<file path="config.mk">
export PLATFORM = sky130hd
export DESIGN_NAME = rtc_dispatch
export DESIGN_NICKNAME = d
export VERILOG_FILES = /design/src/rtl/rtcd_pkg.sv /design/src/rtl/rtcd_pending.sv /design/src/rtl/rtcd_prio.sv /design/src/rtl/rtcd_vec.sv /design/src/rtl/rtc_dispatch.sv
export SDC_FILE = /design/constraint.sdc
export NUM_CORES = 1
export LEC_CHECK = 0
export BUFFER_PORTS_ARGS = -buffer_cell sky130_fd_sc_hd__buf_4
export CORE_MARGIN = 8
export CORE_UTILIZATION = 40
export DETAILED_ROUTE_END_ITERATION = 6
export GPL_TIMING_DRIVEN = 0
export PLACE_DENSITY_LB_ADDON = 0.1
export SLEW_MARGIN = 20
export SYNTH_ARGS = -nofsm -noshare
export SYNTH_HDL_FRONTEND = slang
export SYNTH_HIERARCHICAL = 1
export SYNTH_SLANG_ARGS = --single-unit
</file>
<file path="constraint.sdc">
create_clock -name clk -period 6.65 [get_ports clk]
set_input_delay 1.995 -clock clk [delete_from_list [all_inputs] [get_ports clk]]
set_output_delay 1.995 -clock clk [all_outputs]
set_load 0.02 [all_outputs]
</file>
<file path="src/rtl/rtcd_pkg.sv">
package rtcd_pkg;
    typedef enum logic [1:0] {
        CTX_MAIN = 2'd0,
        CTX_IDLE = 2'd1,
        CTX_ISR  = 2'd2,
        CTX_BRK  = 2'd3
    } ctx_e;
endpackage

</file>
<file path="src/rtl/rtcd_pending.sv">
// Sticky pending bits set on request rising edges.
module rtcd_pending #(
    parameter int N = 4
) (
    input  logic         clk,
    input  logic         rst_n,
    input  logic [N-1:0] irq_i,
    input  logic [N-1:0] clr_i,
    output logic [N-1:0] pend_o
);
    typedef struct packed {
        logic [N-1:0] prev;
        logic [N-1:0] pend;
    } pst_t;

    pst_t q, d;
    logic [N-1:0] rise;

    always_comb begin
        rise   = irq_i & ~q.prev;
        d.prev = irq_i;
        d.pend = (q.pend | rise) & ~clr_i;
        pend_o = q.pend | rise;
    end

    always_ff @(posedge clk) begin
        if (!rst_n) q <= '0;
        else        q <= d;
    end
endmodule

</file>
<file path="src/rtl/rtcd_prio.sv">
// Fixed priority pick: lowest index wins.
module rtcd_prio #(
    parameter int N     = 4,
    parameter int IDX_W = 2
) (
    input  logic [N-1:0]     req_i,
    output logic             any_o,
    output logic [IDX_W-1:0] idx_o,
    output logic [N-1:0]     onehot_o
);
    always_comb begin
        any_o = |req_i;
        idx_o = '0;
        for (int i = N - 1; i >= 0; i--) begin
            if (req_i[i]) idx_o = IDX_W'(i);
        end
        onehot_o = any_o ? (N'(1) << idx_o) : '0;
    end
endmodule

</file>
<file path="src/rtl/rtcd_vec.sv">
// Entry address table for the ISR slots and the break-service slot.
module rtcd_vec #(
    parameter int                N          = 4,
    parameter int                IDX_W      = 2,
    parameter int                ADDR_W     = 16,
    parameter logic [ADDR_W-1:0] VEC_BASE   = 16'hF000,
    parameter int                SLOT_SHIFT = 4
) (
    input  logic [IDX_W-1:0]  idx_i,
    output logic [ADDR_W-1:0] isr_addr_o,
    output logic [ADDR_W-1:0] brk_addr_o
);
    logic [ADDR_W-1:0] tbl [N];

    for (genvar g = 0; g < N; g++) begin : g_slot
        assign tbl[g] = VEC_BASE + (ADDR_W'(g) << SLOT_SHIFT);
    end

    assign isr_addr_o = tbl[idx_i];
    assign brk_addr_o = VEC_BASE + (ADDR_W'(N) << SLOT_SHIFT);
endmodule

</file>
<file path="src/rtl/rtc_dispatch.sv">
// Run-to-completion context dispatcher.
module rtc_dispatch #(
    parameter int                N_IRQ      = 4,
    parameter int                ADDR_W     = 16,
    parameter logic [ADDR_W-1:0] VEC_BASE   = 16'hF000,
    parameter int                SLOT_SHIFT = 4,
    parameter logic [ADDR_W-1:0] RESET_VEC  = 16'hE000,
    parameter bit                HAS_MAIN   = 1'b1,
    localparam int               IDX_W      = (N_IRQ > 1) ? $clog2(N_IRQ) : 1
) (
    input  logic              clk,
    input  logic              rst_n,
    input  logic [N_IRQ-1:0]  irq_i,
    input  logic              rti_i,
    input  logic              brk_i,
    input  logic              brk_wait_i,
    input  logic [ADDR_W-1:0] resume_addr_i,
    output logic              pc_load_o,
    output logic [ADDR_W-1:0] pc_target_o,
    output logic [1:0]        ctx_kind_o,
    output logic [IDX_W-1:0]  ctx_idx_o
);
    import rtcd_pkg::*;

    localparam logic [ADDR_W-1:0] FORCE_HI = {4'hF, {(ADDR_W-4){1'b0}}};

    typedef struct packed {
        ctx_e              kind;
        logic [IDX_W-1:0]  idx;
        logic              boot;
        logic              park;
        logic [ADDR_W-1:0] resume;
        logic              load;
        logic [ADDR_W-1:0] target;
    } st_t;

    st_t q, d;

    logic [N_IRQ-1:0]  pend, clr, win_oh;
    logic              any;
    logic [IDX_W-1:0]  win;
    logic [ADDR_W-1:0] isr_addr, brk_addr;
    logic              release_ev, yield_ev;

    function automatic logic [ADDR_W-1:0] fold(input logic [ADDR_W-1:0] a);
        return HAS_MAIN ? a : (a | FORCE_HI);
    endfunction

    rtcd_pending #(.N(N_IRQ)) u_pend (
        .clk(clk), .rst_n(rst_n), .irq_i(irq_i), .clr_i(clr), .pend_o(pend)
    );

    rtcd_prio #(.N(N_IRQ), .IDX_W(IDX_W)) u_prio (
        .req_i(pend), .any_o(any), .idx_o(win), .onehot_o(win_oh)
    );

    rtcd_vec #(
        .N(N_IRQ), .IDX_W(IDX_W), .ADDR_W(ADDR_W),
        .VEC_BASE(VEC_BASE), .SLOT_SHIFT(SLOT_SHIFT)
    ) u_vec (
        .idx_i(win), .isr_addr_o(isr_addr), .brk_addr_o(brk_addr)
    );

    always_comb begin
        d          = q;
        d.load     = 1'b0;
        clr        = '0;
        release_ev = rti_i && (q.kind == CTX_ISR || q.kind == CTX_BRK);
        yield_ev   = HAS_MAIN && brk_i && (q.kind == CTX_MAIN);

        if (q.boot) begin
            d.boot   = 1'b0;
            d.kind   = CTX_MAIN;
            d.idx    = '0;
            d.load   = 1'b1;
            d.target = RESET_VEC;
        end else if (yield_ev) begin
            d.resume = resume_addr_i;
            d.park   = brk_wait_i;
            d.kind   = CTX_BRK;
            d.idx    = '0;
            d.load   = 1'b1;
            d.target = fold(brk_addr);
        end else if (release_ev || q.kind == CTX_IDLE) begin
            if (any) begin
                d.kind   = CTX_ISR;
                d.idx    = win;
                d.load   = 1'b1;
                d.target = fold(isr_addr);
                d.park   = 1'b0;
                clr      = win_oh;
            end else if (release_ev) begin
                if (HAS_MAIN && !q.park) begin
                    d.kind   = CTX_MAIN;
                    d.idx    = '0;
                    d.load   = 1'b1;
                    d.target = q.resume;
                end else begin
                    d.kind = CTX_IDLE;
                    d.idx  = '0;
                end
            end
        end
    end

    always_ff @(posedge clk) begin
        if (!rst_n) begin
            q      <= '0;
            q.kind <= CTX_IDLE;
            q.boot <= HAS_MAIN;
        end else begin
            q <= d;
        end
    end

    assign pc_load_o   = q.load;
    assign pc_target_o = q.target;
    assign ctx_kind_o  = q.kind;
    assign ctx_idx_o   = q.idx;
endmodule

</file>
==> impl_metrics.ini <==
[die]
initial_core_util_pct = 41.1
die_x_um = 93.5
die_area_um2 = 8740
io_pins = 46
die_y_um = 93.5
num_rows = 28
core-area_um2 = 5850

[layout]
multi_input_area_um2 = 1060
fin_nets = 383
diodes = 0
syn2layout_area_growth_pct = 25.7
n_fill_cell = 576
drive_gt1_share_pct = 35.7
seqCellArea_um2 = 941

[cts]
cts_tree = yes
cts_setup_buffers = 0
clock-root-buffer = clkbuf_8
cts_max_level = 2
clock_latency_ns = 0.29
cts_hold_buf = 0
cts-root-to-sink-buffers = 2
numCtsBuffers = 5
clock-sinks = 47
clk_pin_slew_worst_paths_ns = 0.08
post_cts_resized = 0

[logic_synthesis]
yosys_most_used_dff = dfxtp_1
ys_types = 34
netlist_instances = 278
synth-compound-area-share_pct = 20.4
yosysWarningCount = 6
synth_edf_count = 0
synth_adder_area_share_pct = 0
synth_top_family_by_area = buffers and inverters
seq_area_frac_synth_pct = 39.2
ys_seq_elements = 47
synth_top_area_share_pct = 39.2
synthSimpleGateAreaFrac_pct = 18.8
muxShareOfSynthArea_pct = 0.417
synthTopCellsByArea = dfxtp_1 (39%), buf_4 (18%), nand2_1 (7.5%), a21oi_1 (6.7%), a222oi_1 (5.4%)
syn_area_um2 = 2400
synth_xor_area_share_pct = 0
avgSynthCellArea_um2 = 8.64
async_flop_share_pct = 0
synth_area_leader_cell = dfxtp_1

[grt]
antenna_found_initial = 0
grt_pass1_wl_mm = 8.63
grt_max_degree = 14
grt_pass1_vias = 1900
grt_overflow_total = 0
grt_use_total_pct = 12.2

[route]
viasPerCell = 4.43
vias = 1923
drt_iter0_drc = 125
drc = 0
postRouteAntennaNets = 0
wl_per_cell_um = 12.0
first_pass_iters = 5
wl_mm = 5.20

[critical_path]
worstSetupEndpointType = register
critical_path.max_fanout = 10
criticalPathCategory = in -> reg
cp_slowest_cell = buf_2
cpLargestDelayFamily = simple AND/OR/NAND/NOR gates
slowest_delay_ns = 0.29
crit_path_start_kind = primary input
critPathRequiredTime_ns = 6.87
path_cells = buf_4 > nor2b_4 > or2_1 > nor2_1 > nand2_1 > nor2b_1 > o22a_1 > buf_2 > nand2_1 > a21oi_1
critPathArrivalTime_ns = 3.81
cp_common_cell = nand2_1
crit_buf_inv = 2

[timing]
finalSetupTns_ns = 0
fin_crit_sh_pct = 54.0
relSlewSlack_pct = 66.4
fin_skew_ns = 0.00479
setup-violations-final = 0
post-route-min-period_ns = 3.59
worst_pin_slew_ns = 0.505
finalHoldViolations = 0
slew_violations = 0
rsz0062_at_grt = false
fmax_ghz = 0.279

[min_path]
min-delay-path-class = reg -> reg

[place]
hpwl_mm = 3.85
gp_congestion = 0.736
io_buffers = 45

[outcome]
status = finished, final reports clean

[power_and_ir_drop]
power.total_uw = 603
p_leak_uw = 0.00139
p_per_area_nw_per_um2 = 200
ir_drop_uv = 92.7

[job]
max-cap-violations = 0
[per-layer routing]
layer,GRT usage [%],wire [um]
met1,14.7,2460
met2,20.3,2420
met3,3.61,294
met4,3.76,32
met5,0,0
[worst reg2reg max path, cell delays in order (launching register included)]
cell and delay [ns]:
dfxtp_1 0.36, nor2b_4 0.05, or2_1 0.27, nor2_1 0.15, nand2_1 0.17, nor2b_1 0.21
o22a_1 0.28, buf_2 0.29, nand2_1 0.09, a21oi_1 0.13
[cells in the mapped netlist, types with 3 or more instances]
| cell | instances |
|---|---|
| buf_2 | 3 |
| nor2b_4 | 4 |
| and2_1 | 3 |
| inv_1 | 7 |
| dfxtp_1 | 47 |
| clkbuf_1 | 4 |
| nor2_1 | 7 |
| a221oi_2 | 3 |
| o211a_1 | 4 |
| and2_2 | 4 |
| and3_1 | 5 |
| a21oi_1 | 32 |
| or2_1 | 5 |
| a222oi_1 | 13 |
| buf_4 | 56 |
| nand2b_1 | 3 |
| nand2_1 | 48 |
| o2bb2ai_1 | 3 |
| o21ai_0 | 6 |
[final cells by class]
type                    count  area share [%]
clock inverters             1           0.166
inverters                   8           0.994
clock buffers               7            2.53
well taps                  75            3.11
flip-flops and latches     47            31.2
multi-input cells         186            35.2
plain buffers              65            15.7
repair buffers             45            11.2
[cells by family (layout without fill, tap and decap cells)]
| kind of cell | count (synthesis) | count (layout) |
|---|---|---|
| DFF | 47 | 47 |
| AOI/OAI and AO/OA | 68 | 68 |
| other | 2 | 30 |
| and+or+nand+nor | 87 | 87 |
| muxes | 1 | 1 |
| buffers and inverters | 73 | 126 |
[final timing paths]
check | start | to | slack [ns] | depth (start not counted)
hold / removal | pc_target_o[4] | pc_target_o[4] | 0.46 | 2
hold reg to reg | pc_target_o[4] | pc_target_o[4] | 0.46 | 2
setup / recovery | irq_i[0] | pc_target_o[9] | 3.06 | 10
setup reg to reg | u_pend/q[4] | pc_target_o[9] | 4.59 | 9
[through the flow]
stage | utilization (%) | std cells | cell area (um^2) | hold WS [ns] | worst slack, ns
after detailed placement | 50.2 | 426 | 2940 | 0.447 | 2.73
final | 51.6 | 434 | 3020 | 0.457 | 3.06
after global placement | 50.2 | 426 | 2940 | 0.442 | 2.76
after floorplan | - | 306 | 2510 | 0.434 | 3.14
after CTS | 51.6 | 434 | 3020 | 0.459 | 3.04
after global routing | 51.6 | 434 | 3020 | 0.472 | 2.88
[cell usage in the layout, fill, tap and decap left out, drive strengths merged, types with 7 or more instances in the layout]
master | netlist | layout
a21oi | 32 | 32
a222oi | 13 | 13
and2 | 7 | 7
buf | 61 | 106
clkbuf | 4 | 11
conb | 2 | 30
dfxtp | 47 | 47
inv | 7 | 7
nand2 | 50 | 50
nor2 | 7 | 7
[flip-flops by register name, indices dropped and copies added (netlist names)]
register	cells
u_pend/q	8
pc_load_o	1
pc_target_o	16
q	18
ctx_kind_o	2
ctx_idx_o	2
[report_power, final]
group | internal, uW | switching, uW | leakage (uW)
logic | 70.1 | 62.2 | 0.000962
clock network | 74.0 | 92.1 | 0.0000422
registers | 296 | 8.95 | 0.000386
total | 440 | 163 | 0.00139
Note: power is estimated with default switching activity, not from simulation.
